==> src/rtl/gpio_irq_pkg.sv <==
`timescale 1ns/1ps
package gpio_irq_pkg;
  localparam int BUS_W  = 32;
  localparam int ADDR_W = 12;
  typedef logic [ADDR_W-1:0] addr_t;

  // byte offsets decoded by software
  localparam addr_t OFS_STATUS   = 12'h02C;
  localparam addr_t OFS_EN_SET   = 12'h034;
  localparam addr_t OFS_EN_CLR   = 12'h038;
  localparam addr_t OFS_DIR      = 12'h134;
  localparam addr_t OFS_DIN      = 12'h138;
  localparam addr_t OFS_DOUT     = 12'h13C;
  localparam addr_t OFS_LVL_LO   = 12'h140;
  localparam addr_t OFS_LVL_HI   = 12'h144;
  localparam addr_t OFS_RISE     = 12'h148;
  localparam addr_t OFS_FALL     = 12'h14C;
  localparam addr_t OFS_DOUT_CLR = 12'h190;
  localparam addr_t OFS_DOUT_SET = 12'h194;
endpackage

==> src/rtl/gpio_sync.sv <==
`timescale 1ns/1ps
module gpio_sync #(
  parameter int NUM_PINS = 32,
  parameter int STAGES   = 2
) (
  input  logic                clk_i,
  input  logic                rst_ni,
  input  logic [NUM_PINS-1:0] pin_i,
  output logic [NUM_PINS-1:0] cur_o,
  output logic [NUM_PINS-1:0] prev_o
);
  logic [NUM_PINS-1:0] stage_q [STAGES];
  logic [NUM_PINS-1:0] prev_q;

  genvar s;
  generate
    for (s = 0; s < STAGES; s++) begin : g_stage
      always_ff @(posedge clk_i or negedge rst_ni) begin
        if (!rst_ni) stage_q[s] <= '0;
        else if (s == 0) stage_q[s] <= pin_i;
        else stage_q[s] <= stage_q[(s == 0) ? 0 : s-1];
      end
    end
  endgenerate

  // one-cycle history for edge detection
  always_ff @(posedge clk_i or negedge rst_ni) begin
    if (!rst_ni) prev_q <= '0;
    else prev_q <= stage_q[STAGES-1];
  end

  assign cur_o  = stage_q[STAGES-1];
  assign prev_o = prev_q;
endmodule

==> src/rtl/gpio_detect.sv <==
`timescale 1ns/1ps
module gpio_detect #(
  parameter int NUM_PINS = 32
) (
  input  logic [NUM_PINS-1:0] cur_i,
  input  logic [NUM_PINS-1:0] prev_i,
  input  logic [NUM_PINS-1:0] lo_en_i,
  input  logic [NUM_PINS-1:0] hi_en_i,
  input  logic [NUM_PINS-1:0] rise_en_i,
  input  logic [NUM_PINS-1:0] fall_en_i,
  output logic [NUM_PINS-1:0] hit_o
);
  genvar g;
  generate
    for (g = 0; g < NUM_PINS; g++) begin : g_pin
      logic lvl_lo, lvl_hi, edge_up, edge_dn;
      assign lvl_lo  = lo_en_i[g]   & ~cur_i[g];
      assign lvl_hi  = hi_en_i[g]   &  cur_i[g];
      assign edge_up = rise_en_i[g] &  cur_i[g] & ~prev_i[g];
      assign edge_dn = fall_en_i[g] & ~cur_i[g] &  prev_i[g];
      assign hit_o[g] = lvl_lo | lvl_hi | edge_up | edge_dn;
    end
  endgenerate
endmodule

==> src/rtl/gpio_regs.sv <==
`timescale 1ns/1ps
module gpio_regs
  import gpio_irq_pkg::*;
#(
  parameter int NUM_PINS = 32
) (
  input  logic                clk_i,
  input  logic                rst_ni,
  input  addr_t               addr_i,
  input  logic                we_i,
  input  logic [BUS_W-1:0]    wdata_i,
  output logic [BUS_W-1:0]    rdata_o,
  input  logic [NUM_PINS-1:0] din_i,
  input  logic [NUM_PINS-1:0] hit_i,
  output logic [NUM_PINS-1:0] dir_o,
  output logic [NUM_PINS-1:0] dout_o,
  output logic [NUM_PINS-1:0] lo_en_o,
  output logic [NUM_PINS-1:0] hi_en_o,
  output logic [NUM_PINS-1:0] rise_en_o,
  output logic [NUM_PINS-1:0] fall_en_o,
  output logic [NUM_PINS-1:0] mask_o,
  output logic [NUM_PINS-1:0] status_o
);
  logic [NUM_PINS-1:0] wd;
  logic [NUM_PINS-1:0] dir_q, dout_q, lo_q, hi_q, rise_q, fall_q, mask_q, status_q;
  logic [NUM_PINS-1:0] clr_mask, rsel;

  assign wd = wdata_i[NUM_PINS-1:0];

  always_ff @(posedge clk_i or negedge rst_ni) begin
    if (!rst_ni) begin
      dir_q  <= '1;
      dout_q <= '0;
      lo_q   <= '0;
      hi_q   <= '0;
      rise_q <= '0;
      fall_q <= '0;
      mask_q <= '0;
    end else if (we_i) begin
      unique case (addr_i)
        OFS_DIR:      dir_q  <= wd;
        OFS_DOUT:     dout_q <= wd;
        OFS_DOUT_SET: dout_q <= dout_q | wd;
        OFS_DOUT_CLR: dout_q <= dout_q & ~wd;
        OFS_LVL_LO:   lo_q   <= wd;
        OFS_LVL_HI:   hi_q   <= wd;
        OFS_RISE:     rise_q <= wd;
        OFS_FALL:     fall_q <= wd;
        OFS_EN_SET:   mask_q <= mask_q | wd;
        OFS_EN_CLR:   mask_q <= mask_q & ~wd;
        default: ;
      endcase
    end
  end

  // write-one-to-clear; a fresh detection overrides the clear
  assign clr_mask = (we_i && addr_i == OFS_STATUS) ? wd : '0;

  genvar g;
  generate
    for (g = 0; g < NUM_PINS; g++) begin : g_status
      always_ff @(posedge clk_i or negedge rst_ni) begin
        if (!rst_ni) status_q[g] <= 1'b0;
        else status_q[g] <= hit_i[g] | (status_q[g] & ~clr_mask[g]);
      end
    end
  endgenerate

  always_comb begin
    unique case (addr_i)
      OFS_STATUS:                          rsel = status_q;
      OFS_EN_SET, OFS_EN_CLR:              rsel = mask_q;
      OFS_DIR:                             rsel = dir_q;
      OFS_DIN:                             rsel = din_i;
      OFS_DOUT, OFS_DOUT_SET, OFS_DOUT_CLR: rsel = dout_q;
      OFS_LVL_LO:                          rsel = lo_q;
      OFS_LVL_HI:                          rsel = hi_q;
      OFS_RISE:                            rsel = rise_q;
      OFS_FALL:                            rsel = fall_q;
      default:                             rsel = '0;
    endcase
    rdata_o = '0;
    rdata_o[NUM_PINS-1:0] = rsel;
  end

  assign dir_o     = dir_q;
  assign dout_o    = dout_q;
  assign lo_en_o   = lo_q;
  assign hi_en_o   = hi_q;
  assign rise_en_o = rise_q;
  assign fall_en_o = fall_q;
  assign mask_o    = mask_q;
  assign status_o  = status_q;
endmodule

==> src/rtl/gpio_irq_ctrl.sv <==
`timescale 1ns/1ps
module gpio_irq_ctrl
  import gpio_irq_pkg::*;
#(
  parameter int NUM_PINS = 32
) (
  input  logic                clk_i,
  input  logic                rst_ni,
  input  logic [ADDR_W-1:0]   addr_i,
  input  logic                we_i,
  input  logic [BUS_W-1:0]    wdata_i,
  output logic [BUS_W-1:0]    rdata_o,
  input  logic [NUM_PINS-1:0] pin_i,
  output logic [NUM_PINS-1:0] pin_o,
  output logic [NUM_PINS-1:0] pin_oe_o,
  output logic                irq_o
);
  logic [NUM_PINS-1:0] cur_w, prev_w, hit_w;
  logic [NUM_PINS-1:0] dir_q, dout_q, lo_en, hi_en, rise_en, fall_en, mask_q, status_q;

  gpio_sync #(.NUM_PINS(NUM_PINS), .STAGES(2)) u_sync (
    .clk_i  (clk_i),
    .rst_ni (rst_ni),
    .pin_i  (pin_i),
    .cur_o  (cur_w),
    .prev_o (prev_w)
  );

  gpio_detect #(.NUM_PINS(NUM_PINS)) u_detect (
    .cur_i     (cur_w),
    .prev_i    (prev_w),
    .lo_en_i   (lo_en),
    .hi_en_i   (hi_en),
    .rise_en_i (rise_en),
    .fall_en_i (fall_en),
    .hit_o     (hit_w)
  );

  gpio_regs #(.NUM_PINS(NUM_PINS)) u_regs (
    .clk_i     (clk_i),
    .rst_ni    (rst_ni),
    .addr_i    (addr_i),
    .we_i      (we_i),
    .wdata_i   (wdata_i),
    .rdata_o   (rdata_o),
    .din_i     (cur_w),
    .hit_i     (hit_w),
    .dir_o     (dir_q),
    .dout_o    (dout_q),
    .lo_en_o   (lo_en),
    .hi_en_o   (hi_en),
    .rise_en_o (rise_en),
    .fall_en_o (fall_en),
    .mask_o    (mask_q),
    .status_o  (status_q)
  );

  assign pin_o    = dout_q;
  assign pin_oe_o = ~dir_q;
  assign irq_o    = |(status_q & mask_q);
endmodule

==> config.mk <==
export PLATFORM = sky130hd
export DESIGN_NAME = gpio_irq_ctrl
export DESIGN_NICKNAME = d
export VERILOG_FILES = /design/src/rtl/gpio_irq_pkg.sv /design/src/rtl/gpio_sync.sv /design/src/rtl/gpio_detect.sv /design/src/rtl/gpio_regs.sv /design/src/rtl/gpio_irq_ctrl.sv
export SDC_FILE = /design/constraint.sdc
export NUM_CORES = 1
export LEC_CHECK = 0
export CAP_MARGIN = 20
export CORE_UTILIZATION = 40
export CTS_CLUSTER_DIAMETER = 60
export DETAILED_ROUTE_END_ITERATION = 12
export DONT_BUFFER_PORTS = 1
export PLACE_DENSITY = 0.63
export SYNTH_ARGS = -nofsm -noshare
export SYNTH_HDL_FRONTEND = slang
export SYNTH_SLANG_ARGS = --single-unit
==> constraint.sdc <==
create_clock -name clk_i -period 3.9 [get_ports clk_i]
set_input_delay 0.195 -clock clk_i [delete_from_list [all_inputs] [get_ports clk_i]]
set_output_delay 0.195 -clock clk_i [all_outputs]
set_load 0.1 [all_outputs]
==> summary.txt, run 1 <==
Clocking
  • Clock latency on the worst-skew pair: 540 ps
  • Postcts setup bufs: 0
  • Hold_buf cts: 64
  • CTS Buf Count: 40
  • Clock Sinks: 352
  • Root Driver: clkbuf_16
  • CTS H-Tree Depth: 2
  • Clk slew on worst S/H paths: 60 ps
  • Max Root-Sink Buffers: 3
  • Post-CTS resize count: 0
  • CTS tree: yes

Timing
  • Post-route minimum period: 2970 ps
  • Fin worst setup slack: 930 ps
  • Clk_skew: 11.7 ps
  • Hold slack final: -633 ps
  • Worst-Margin Slew: 1040 ps
  • Tcrit/Tclk final: 0.762
  • Total negative slack: 0 ps
  • Final setup vio count: 0
  • RSZ-0062 raised after global routing: no
  • Slew Limit Headroom: 0.307
  • Fmax: 0.337 GHz
  • Final Slew Violations: 0
  • Final hold vios: 352

Drt
  • Drt drc: 0
  • Routed length per instance: 25.6 um
  • DRT iter0 DRCs: 1261
  • DR pass1 iterations: 7
  • Top layer in use: met5
  • Metal-1 WL: 21600 um
  • Routed Antenna Nets: 0
  • WL met2: 21900 um
  • Via count: 11700
  • Post-Route WL: 49600 um
  • Vias per cell: 6.06
  • Routed met3 length: 4680 um

Die
  • Die footprint: 39400 sq um
  • Core ar.: 37800 sq um
  • Site Rows: 71
  • Starting Density: 0.408
  • Die span in y: 199 um
  • Ports: 176
  • Die X: 199 um

Placed design
  • Final GP Congestion: 0.876
  • IO buf count: 0
  • DPL Wire Length: 31400 um
  • Placement Setup Slack: 1020 ps

Worst setup path
  • R2R Path Start: u_regs.dir_o[0]
  • Cell with the most instances on the worst path: buf_4
  • Crit path capture type: primary output
  • Critical path cell sequence: or4_1 -> nor2b_1 -> buf_4 -> o2bb2ai_1 -> a221oi_1 -> o21ai_2 -> buf_4
  • CP max FO: 12
  • Critical Path Start Type: input pin
  • CP peak stage delay: 840 ps
  • Critical path origin: addr_i[3]
  • Worst EP required: 3700 ps
  • Worst path slowest cell: nor2b_1
  • Critical path type: in2out
  • CP arrival: 2780 ps

Global routing
  • First-pass GRT wire length: 74200 um
  • GRT Residual Overflow: 0
  • All-Layer GR Usage: 0.254
  • Vias in the first global route: 11500
  • Largest net degree at the start of global routing: 353
  • Initial antenna violation count: 7

Final layout
  • Area of the multi-input gates: 5960 sq um
  • Fillers: 3412
  • Nets: 1468
  • Layout cell share with drive strength beyond 1: 0.203
  • Storage cell area: 8850 sq um
  • Post-layout util: 0.482
  • Commonest non-fill, non-tap cell in the layout: dfrtp_1
  • Most frequent cells in the layout: dfrtp_1 (320), nand2_1 (102), a21oi_1 (97)
  • Synth-to-Final Area Change: 18.0%

Logic synthesis
  • Synth unique cells: 57
  • Synthesis-stage register bit count: 352
  • Post-synth net total: 1414
  • Post-synth EDFFs: 0
  • Post-synthesis cell area: 15500 sq um
  • Ys async rst share: 1.00
  • Syn_area_per_cell: 11.6 sq um
  • Sequential-to-total area share from yosys stat: 0.572
  • Main synth FF type: dfrtp_1
  • Cells after Synth: 1335
  • Synth Warn #: 0

Worst hold path
  • Hold Crit Class: in2async

Power and ir drop
  • P_sw: 1.84 mW
  • PD cells: 445 nW/um^2
  • Clock power frac: 0.494
  • Peak VDD IR: 276 uV
  • Switch share: 0.227
  • Share of power burned in registers: 0.469
  • Leakage: 8.10 nW
  • Tot Pwr: 8.12 mW
  • Gate power share: 0.037
  • Internal power: 6.27 mW

Status
  • Outcome: finished with violations
  • Failing checks: hold timing

Job
  • Max_cap viols: 0
## synth_stat cells (all sizes together) (2+ instances only)
library cell  instances  area [sq um]
nand3b               12          90.1
a32oi                 3          26.3
dfrtp               320          8010
o211ai                3          22.5
or3b                  2          17.5
o21ai                79           395
nor4                  3          37.5
a211oi               32           240
buf                  48           258
nor3                  2          10.0
nor2b                 3          18.8
a2bb2oi              11          96.3
or4b                  2          20.0
dfstp                32           841
a221oi               21           184
nand4                 6          43.8
and2                  3          18.8
mux2                128          1440
a222oi               10           100
o2bb2ai              10          87.6
a22o                 43           377
clkbuf               65           244
nand4bb               2          22.5
nor2                  8          52.6
nand2               103           387
a21oi                97           485
inv                  64           240
nor4b                 4          65.1
or4                   3          22.5
a31oi                32           200
or3                   2          17.5
o22ai                28           175
a21o                 32           240
a22oi                63           473
nand3                21           105
a221o                 5          50.1
mux2i                25           250
## worst max-delay path, delay by kind of cell
family          cells  cell delay [ps]
compound gates      3              390
simple gates        2             1510
buf+inv             2              670
## cells by family (layout without fill, tap and decap cells)
group,after synthesis,in the layout,share of synthesized area
multiplexers,153,153,0.109
buffers and inverters,177,263,0.0480
other,0,3,0
XOR/XNOR,1,1,0.000567
AND/OR/NAND/NOR,180,180,0.0631
flip-flops,352,352,0.572
AO/OA/AOI/OAI,472,472,0.206
## layer usage
metal,up-vias,track usage
li1,5080,-
met1,6006,0.361
met2,534,0.378
met3,92,0.0699
met4,8,0.0738
met5,-,0
## layout make-up
cell class / count / share of cell area
clock buffer: 54 / 0.0638
multi-input combinational: 806 / 0.327
antenna: 3 / 0.000411
sequential: 352 / 0.485
clock inverter: 20 / 0.0134
timing repair buffer: 125 / 0.0623
tap: 511 / 0.0350
inverter: 64 / 0.0132
## power groups by stage
stage / Clock (mW) / Sequential [mW] / Combinational, mW
final: 4.01 / 3.80 / 0.302
after global routing: 4.21 / 3.81 / 0.321
after CTS: 4.07 / 3.80 / 0.299
after detailed placement: 0 / 3.87 / 0.200
after global placement: 0 / 3.87 / 0.198
after floorplan: 0 / 3.85 / 0.197
## state kept, by name, summed over array words and instances (netlist names), named ones only
signal,flops
u_regs.dir_o,32
u_regs.dout_o,32
u_regs.fall_en_o,32
u_regs.hi_en_o,32
u_regs.lo_en_o,32
u_regs.rise_en_o,32
u_regs.status_o,32
u_sync.cur_o,32
u_sync.prev_o,32
u_sync.stage_q,32
## worst paths after layout
check | endpoint | slack, ps | depth (start not counted)
worst min-delay path | u_sync.stage_q[46] | -630 | 0
min in group clk_i | u_regs.dout_o[1] | 110 | 4
worst max register to register | u_regs.dir_o[0] | 2520 | 2
max in group asynchronous | u_sync.stage_q[53] | 3930 | 0
worst min register to register | u_sync.cur_o[1] | 340 | 0
worst max-delay path | rdata_o[31] | 930 | 7
## through the flow
step	std cells	area, sq um	hold slack, ps
floorplan	1335	15500	-101
global placement	1794	16200	-79.9
detailed placement	1794	16200	-77.5
CTS	1932	18200	-648
global route	1933	18200	-661
finish	1935	18200	-633
No activity file was read; power rests on OpenSTA's default activity.
==> inputs of run 2 (changes only) <==
- clock period: 3.9 -> 3.1 ns (I/O delays scaled with it)
==> run 2 against run 1 <==
Compared with the run above: the run still ends with hold timing left; sequential cell count unchanged; wire length decreased by 2.2%; critical path depth decreased by 4; clock-buffer cell count increased by 5; cell count increased by 1.4%; first-iteration DRC count decreased by 15%; via count increased by 0.41%; clock power increased by 14%; non-clock buffer count increased by 33; cell area increased by 2.4%; die area unchanged; critical path type is now reg2out.
==> summary.txt, run 2 (synthesis results as in run 1) <==
Worst setup path
  • Worst EP required: 2940 ps (was 3700 ps)
  • CP arrival: 2500 ps (was 2780 ps)
  • Crit path capture type: primary output (unchanged)
  • Critical path type: reg2out (was in2out)
  • Reg-to-reg endpoint: u_regs.dir_o[13] (was u_regs.dir_o[0])
  • CP max FO: 3 (was 12)
  • Reg2reg setup slack: 1720 ps (was 2520 ps)
  • R2R Path Start: u_regs.dir_o[13] (was u_regs.dir_o[0])
  • R2R depth: 2 (unchanged)
  • Critical Path Start Type: flop (was input pin)

Clocking
  • CTS Buf Count: 39 (was 40)
  • Root Driver: clkbuf_16 (unchanged)
  • Max Root-Sink Buffers: 3 (unchanged)
  • Clk slew on worst S/H paths: 60 ps (about the same)
  • Clock latency on the worst-skew pair: 540 ps (about the same)
  • Hold_buf cts: 65 (was 64)
  • CTS tree: yes (unchanged)
  • CTS H-Tree Depth: 2 (unchanged)
  • Postcts setup bufs: 0 (unchanged)
  • Clock Sinks: 352 (unchanged)
  • Post-CTS resize count: 0 (unchanged)

Status
  • Failing checks: hold timing (unchanged)
  • Outcome: finished with violations (unchanged)

Timing
  • Final Slew Violations: 0 (unchanged)
  • Tcrit/Tclk final: 0.857
  • Fmax: 0.376 GHz
  • Hold slack final: -661 ps (was -633 ps)
  • Slew Limit Headroom: 0.280 (was 0.307)
  • Final setup vio count: 0 (unchanged)
  • Final hold vios: 352 (unchanged)
  • Total negative slack: 0 ps (unchanged)
  • Post-route minimum period: 2660 ps
  • Clk_skew: 16.3 ps (was 11.7 ps)
  • RSZ-0062 raised after global routing: no (unchanged)
  • Worst-Margin Slew: 1080 ps (was 1040 ps)

Drt
  • Routed Antenna Nets: 0 (unchanged)
  • Vias per cell: 5.99 (was 6.06)
  • Via count: 11800 (was 11700)
  • Routed length per instance: 24.7 um (was 25.6 um)
  • Drt drc: 0 (unchanged)
  • DRT iter0 DRCs: 1073 (was 1261)
  • Post-Route WL: 48500 um (was 49600 um)
  • DR pass1 iterations: 6 (was 7)

Job
  • Max_cap viols: 0 (unchanged)

Global routing
  • Largest net degree at the start of global routing: 353 (unchanged)
  • GRT Residual Overflow: 0 (unchanged)
  • First-pass GRT wire length: 73300 um (was 74200 um)
  • Initial antenna violation count: 6 (was 7)
  • Vias in the first global route: 11600 (was 11500)
  • All-Layer GR Usage: 0.249 (was 0.254)

Worst hold path
  • Hold Crit Class: in2async (unchanged)

Final layout
  • Layout cell share with drive strength beyond 1: 0.212 (was 0.203)
  • Most frequent cells in the layout: dfrtp_1 (320), nand2_1 (103), a21oi_1 (97) (was dfrtp_1 (320), nand2_1 (102), a21oi_1 (97))
  • Fillers: 3432 (was 3412)
  • Nets: 1500 (was 1468)
  • Synth-to-Final Area Change: 20.9% (was 18.0%)
  • Fin cells: 1963 (was 1935)
  • Commonest non-fill, non-tap cell in the layout: dfrtp_1 (unchanged)

Placed design
  • Final GP Congestion: 0.889 (was 0.876)
  • Placed cells: 1826 (was 1794)
  • DPL Wire Length: 31300 um (was 31400 um)
  • IO buf count: 0 (unchanged)

Die
  • Starting Density: 0.408 (unchanged)
  • Core ar.: 37800 sq um (unchanged)
  • Ports: 176 (unchanged)
  • Die footprint: 39400 sq um (unchanged)
  • Die span in y: 199 um (unchanged)
  • Die X: 199 um (unchanged)
  • Site Rows: 71 (unchanged)

Power and ir drop
  • Leakage: 8.25 nW (was 8.10 nW)
  • Peak VDD IR: 400 uV (was 276 uV)
  • PD cells: 521 nW/um^2 (was 445 nW/um^2)
==> run 2: cell count changes in the layout (fill, tap and decap cells not counted), moves of 2 or more <==
| cell | change |
|---|---|
| buf_12 | +29 |
| clkbuf_1 | +8 |
| clkinv_2 | -4 |
| buf_4 | +3 |
| bufinv_16 | -3 |
| inv_6 | -3 |
| clkbuf_16 | -2 |
| nor2b_2 | +2 |
| nor2b_4 | -2 |
==> run 2: stage by stage <==
step                total power [mW]  hold slack, ps  instance area (sq um)  setup slack [ps]   util
detailed placement              5.13            -121                  16800               527  0.443
global placement                5.12            -115                  16800               543  0.443
global route                    10.0            -682                  18700               376  0.494
floorplan                       5.09            -141                  15500               138      -
CTS                             9.83            -689                  18700               473  0.494
finish                          9.74            -661                  18700               444  0.494
==> run 2: per-layer routing <==
layer	vias to the layer above	track usage	wire length, um
met5	-	0	47
met4	8	0.0806	1510
met3	102	0.0699	4620
met2	512	0.381	21700
met1	6003	0.342	20600
li1	5143	-	-
==> run 2: worst max-delay path: stages, from the launching register on <==
cell     delay (ps)
dfrtp_1         400
a22oi_1         290
nand4_1         240
or4_1          1040
==> run 2: area by class of cell <==
class / instances / area (sq um) / share of cell area
diodes: 2 / 5.00 / 0.000268
inverters: 64 / 240 / 0.0129
multi-input cells: 806 / 5950 / 0.318
repair buffers: 158 / 1750 / 0.0936
clock inverters: 11 / 120 / 0.00643
clock buffers: 59 / 1130 / 0.0605
well taps: 511 / 639 / 0.0342
flip-flops and latches: 352 / 8850 / 0.474
==> run 2: worst max-delay path by stage <==
stage	start	to	slack, ps
6_report	u_regs.status_o[28]	irq_o	440
3_3_place_gp	addr_i[7]	rdata_o[0]	540
5_1_grt	addr_i[7]	rdata_o[0]	380
3_5_place_dp	addr_i[7]	rdata_o[0]	530
2_1_floorplan	addr_i[3]	rdata_o[10]	140
4_1_cts	u_regs.status_o[16]	irq_o	470
==> run 2: report_power, final <==
group / switching [mW] / internal [mW] / total (mW)
Clock: 1.87 / 2.69 / 4.56
Combinational: 0.269 / 0.152 / 0.421
Sequential: 0.0759 / 4.68 / 4.76
Total: 2.21 / 7.53 / 9.74
==> inputs of run 3 (changes only) <==
- CORE_UTILIZATION: 40 -> 50
- PLACE_DENSITY: 0.63 -> 0.74
- TNS_END_PERCENT: not set -> 30
==> run 3 against run 2 <==
Compared with the run above: the flow finishes with violations (hold timing, slew limit); total power increased by 1.5%; via count increased by 3.0%; combinational power decreased by 1%; critical endpoint unchanged; largest power group unchanged; highest routed layer unchanged.
==> summary.txt, run 3 (synthesis results as in run 1) <==
Placed design
  • IO buf count: 0 (unchanged)
  • Placed cells: 1712 (was 1826)
  • Final GP Congestion: 0.921 (was 0.889)
  • Placement Setup Slack: 683 ps (was 527 ps)
  • DPL Wire Length: 29900 um (was 31300 um)

Status
  • Outcome: finished with violations (unchanged)
  • Failing checks: hold timing, slew limit (was hold timing)

Clocking
  • Clock latency on the worst-skew pair: 530 ps (was 540 ps)
  • Postcts setup bufs: 0 (unchanged)
  • Root Driver: clkbuf_16 (unchanged)
  • Clock Sinks: 352 (unchanged)
  • CTS tree: yes (unchanged)
  • Hold_buf cts: 64 (was 65)
  • CTS H-Tree Depth: 2 (unchanged)
  • Max Root-Sink Buffers: 3 (unchanged)
  • Clk slew on worst S/H paths: 60 ps (about the same)
  • Post-CTS resize count: 0 (unchanged)
  • CTS Buf Count: 39 (unchanged)

Global routing
  • First-pass GRT wire length: 73100 um (was 73300 um)
  • Vias in the first global route: 12200 (was 11600)
  • Met3 usage: 0.0831 (was 0.0699)
  • Largest net degree at the start of global routing: 353 (unchanged)
  • Global route hottest layer: met2 (unchanged)
  • GRT Residual Overflow: 0 (unchanged)
  • All-Layer GR Usage: 0.310 (was 0.249)
  • Met1 GRT Util: 0.421 (was 0.342)
  • Grt met2 use: 0.467 (was 0.381)
  • Initial antenna violation count: 6 (unchanged)

Power and ir drop
  • PD cells: 531 nW/um^2 (was 521 nW/um^2)
  • Gate power share: 0.042 (was 0.043)
  • Clock power frac: 0.477 (was 0.468)
  • P_sw: 2.25 mW (was 2.21 mW)
  • Leakage: 8.28 nW (was 8.25 nW)
  • Switch share: 0.228 (was 0.227)
  • Internal power: 7.64 mW (was 7.53 mW)
  • Peak VDD IR: 364 uV (was 400 uV)
  • Share of power burned in registers: 0.481 (was 0.489)

Drt
  • Post-Route WL: 48200 um (was 48500 um)
  • Routed Antenna Nets: 0 (unchanged)
  • Vias per cell: 6.55 (was 5.99)
  • Drt drc: 0 (unchanged)
  • DRT iter0 DRCs: 1411 (was 1073)
  • Via count: 12100 (was 11800)
  • Routed length per instance: 26.0 um (was 24.7 um)
  • DR pass1 iterations: 6 (unchanged)

Final layout
  • Commonest non-fill, non-tap cell in the layout: dfrtp_1 (unchanged)
  • Most frequent cells in the layout: dfrtp_1 (320), nand2_1 (103), a21oi_1 (97) (unchanged)
  • Synth-to-Final Area Change: 20.5% (was 20.9%)
  • Fin cells: 1852 (was 1963)
  • Layout cell share with drive strength beyond 1: 0.216 (was 0.212)
  • Nets: 1500 (unchanged)

Worst setup path
  • CP max FO: 3 (unchanged)
  • R2R depth: 2 (unchanged)
  • Reg2reg setup slack: 1740 ps (was 1720 ps)
  • Critical path type: reg2out (unchanged)
  • Critical Path Start Type: flop (unchanged)
  • Worst EP required: 2940 ps (about the same)
  • CP arrival: 2470 ps (was 2500 ps)
  • Crit path capture type: primary output (unchanged)

Worst hold path
  • Hold Crit Class: in2async (unchanged)

Timing
  • Final hold vios: 334 (was 352)
  • Final setup vio count: 0 (unchanged)
  • Worst-Margin Slew: 1510 ps (was 1080 ps)
  • Clk_skew: 8.74 ps (was 16.3 ps)
  • Tcrit/Tclk final: 0.848 (was 0.857)
  • RSZ-0062 raised after global routing: no (unchanged)
  • Post-route minimum period: 2630 ps (was 2660 ps)
  • Fin worst setup slack: 470 ps (was 444 ps)
  • Slew Limit Headroom: -0.00688 (was 0.280)
  • Final Slew Violations: 24 (was 0)
  • Hold slack final: -660 ps (was -661 ps)
  • Fmax: 0.380 GHz (was 0.376 GHz)

Die
  • Die footprint: 31600 sq um (was 39400 sq um)
  • Die span in y: 178 um (was 199 um)
  • Die X: 178 um (was 199 um)
  • Site Rows: 64 (was 71)
  • Core ar.: 30500 sq um (was 37800 sq um)
  • Starting Density: 0.507 (was 0.408)
  • Ports: 176 (unchanged)

Job
  • Max_cap viols: 0 (unchanged)
## run 3: changes by cell type in the layout (fill, tap and decap cells not counted), sizes merged
cell and delta:
clkinvlp +2, inv -1, bufinv +1, clkinv +4, dlygate4sd3 -1, diode +3, clkbuf -5, buf +1
## run 3: final timing paths
kind | from | to
worst min register to register | u_sync.stage_q[44] | u_sync.cur_o[12]
min in group clk_i | we_i | u_regs.dout_o[6]
worst max register to register | u_regs.dir_o[6] | u_regs.dir_o[6]
max in group asynchronous | rst_ni | u_regs.status_o[22]
worst min-delay path | rst_ni | u_sync.prev_o[27]
worst max-delay path | u_regs.status_o[25] | irq_o
## run 3: final cells by class
cell class / count / area (sq um)
Sequential cell: 352 / 8850
Clock inverter: 17 / 185
Multi-Input combinational cell: 806 / 5950
Tap cell: 396 / 495
Inverter: 64 / 240
Timing Repair Buffer: 158 / 1770
Antenna cell: 5 / 12.5
Clock buffer: 54 / 1120
Fill cell: 2405 / 11900
## run 3: worst max-delay path, stage by stage, from the launching register on
cell     delay (ps)
dfrtp_1         440
a22oi_1         350
nand4_1         130
or4_1          1010
## run 3: power by group through the flow
stage / sequential [mW] / combinational (mW) / clock [mW]
floorplan: 4.84 / 0.248 / 0
global placement: 4.83 / 0.280 / 0
detailed placement: 4.84 / 0.284 / 0
CTS: 4.76 / 0.408 / 4.76
global route: 4.76 / 0.435 / 4.97
finish: 4.76 / 0.415 / 4.71
## run 3: metal layers
layer / vias to the layer above / part of all wire
li1: 5134 / -
met1: 6105 / 0.40
met2: 724 / 0.45
met3: 158 / 0.11
met4: 2 / 0.045
met5: - / 0.00025
## run 3: stage by stage
stage                     area, sq um  hold WS (ps)  total power, mW   util  TNS [ps]
after global placement          16700          -120             5.11  0.546         0
final                           18600          -660             9.89  0.611         0
after CTS                       18600          -681             9.93  0.610         0
after detailed placement        16700          -118             5.12  0.546         0
after floorplan                 15500          -141             5.09      -     -3950
after global routing            18600          -686             10.2  0.611         0
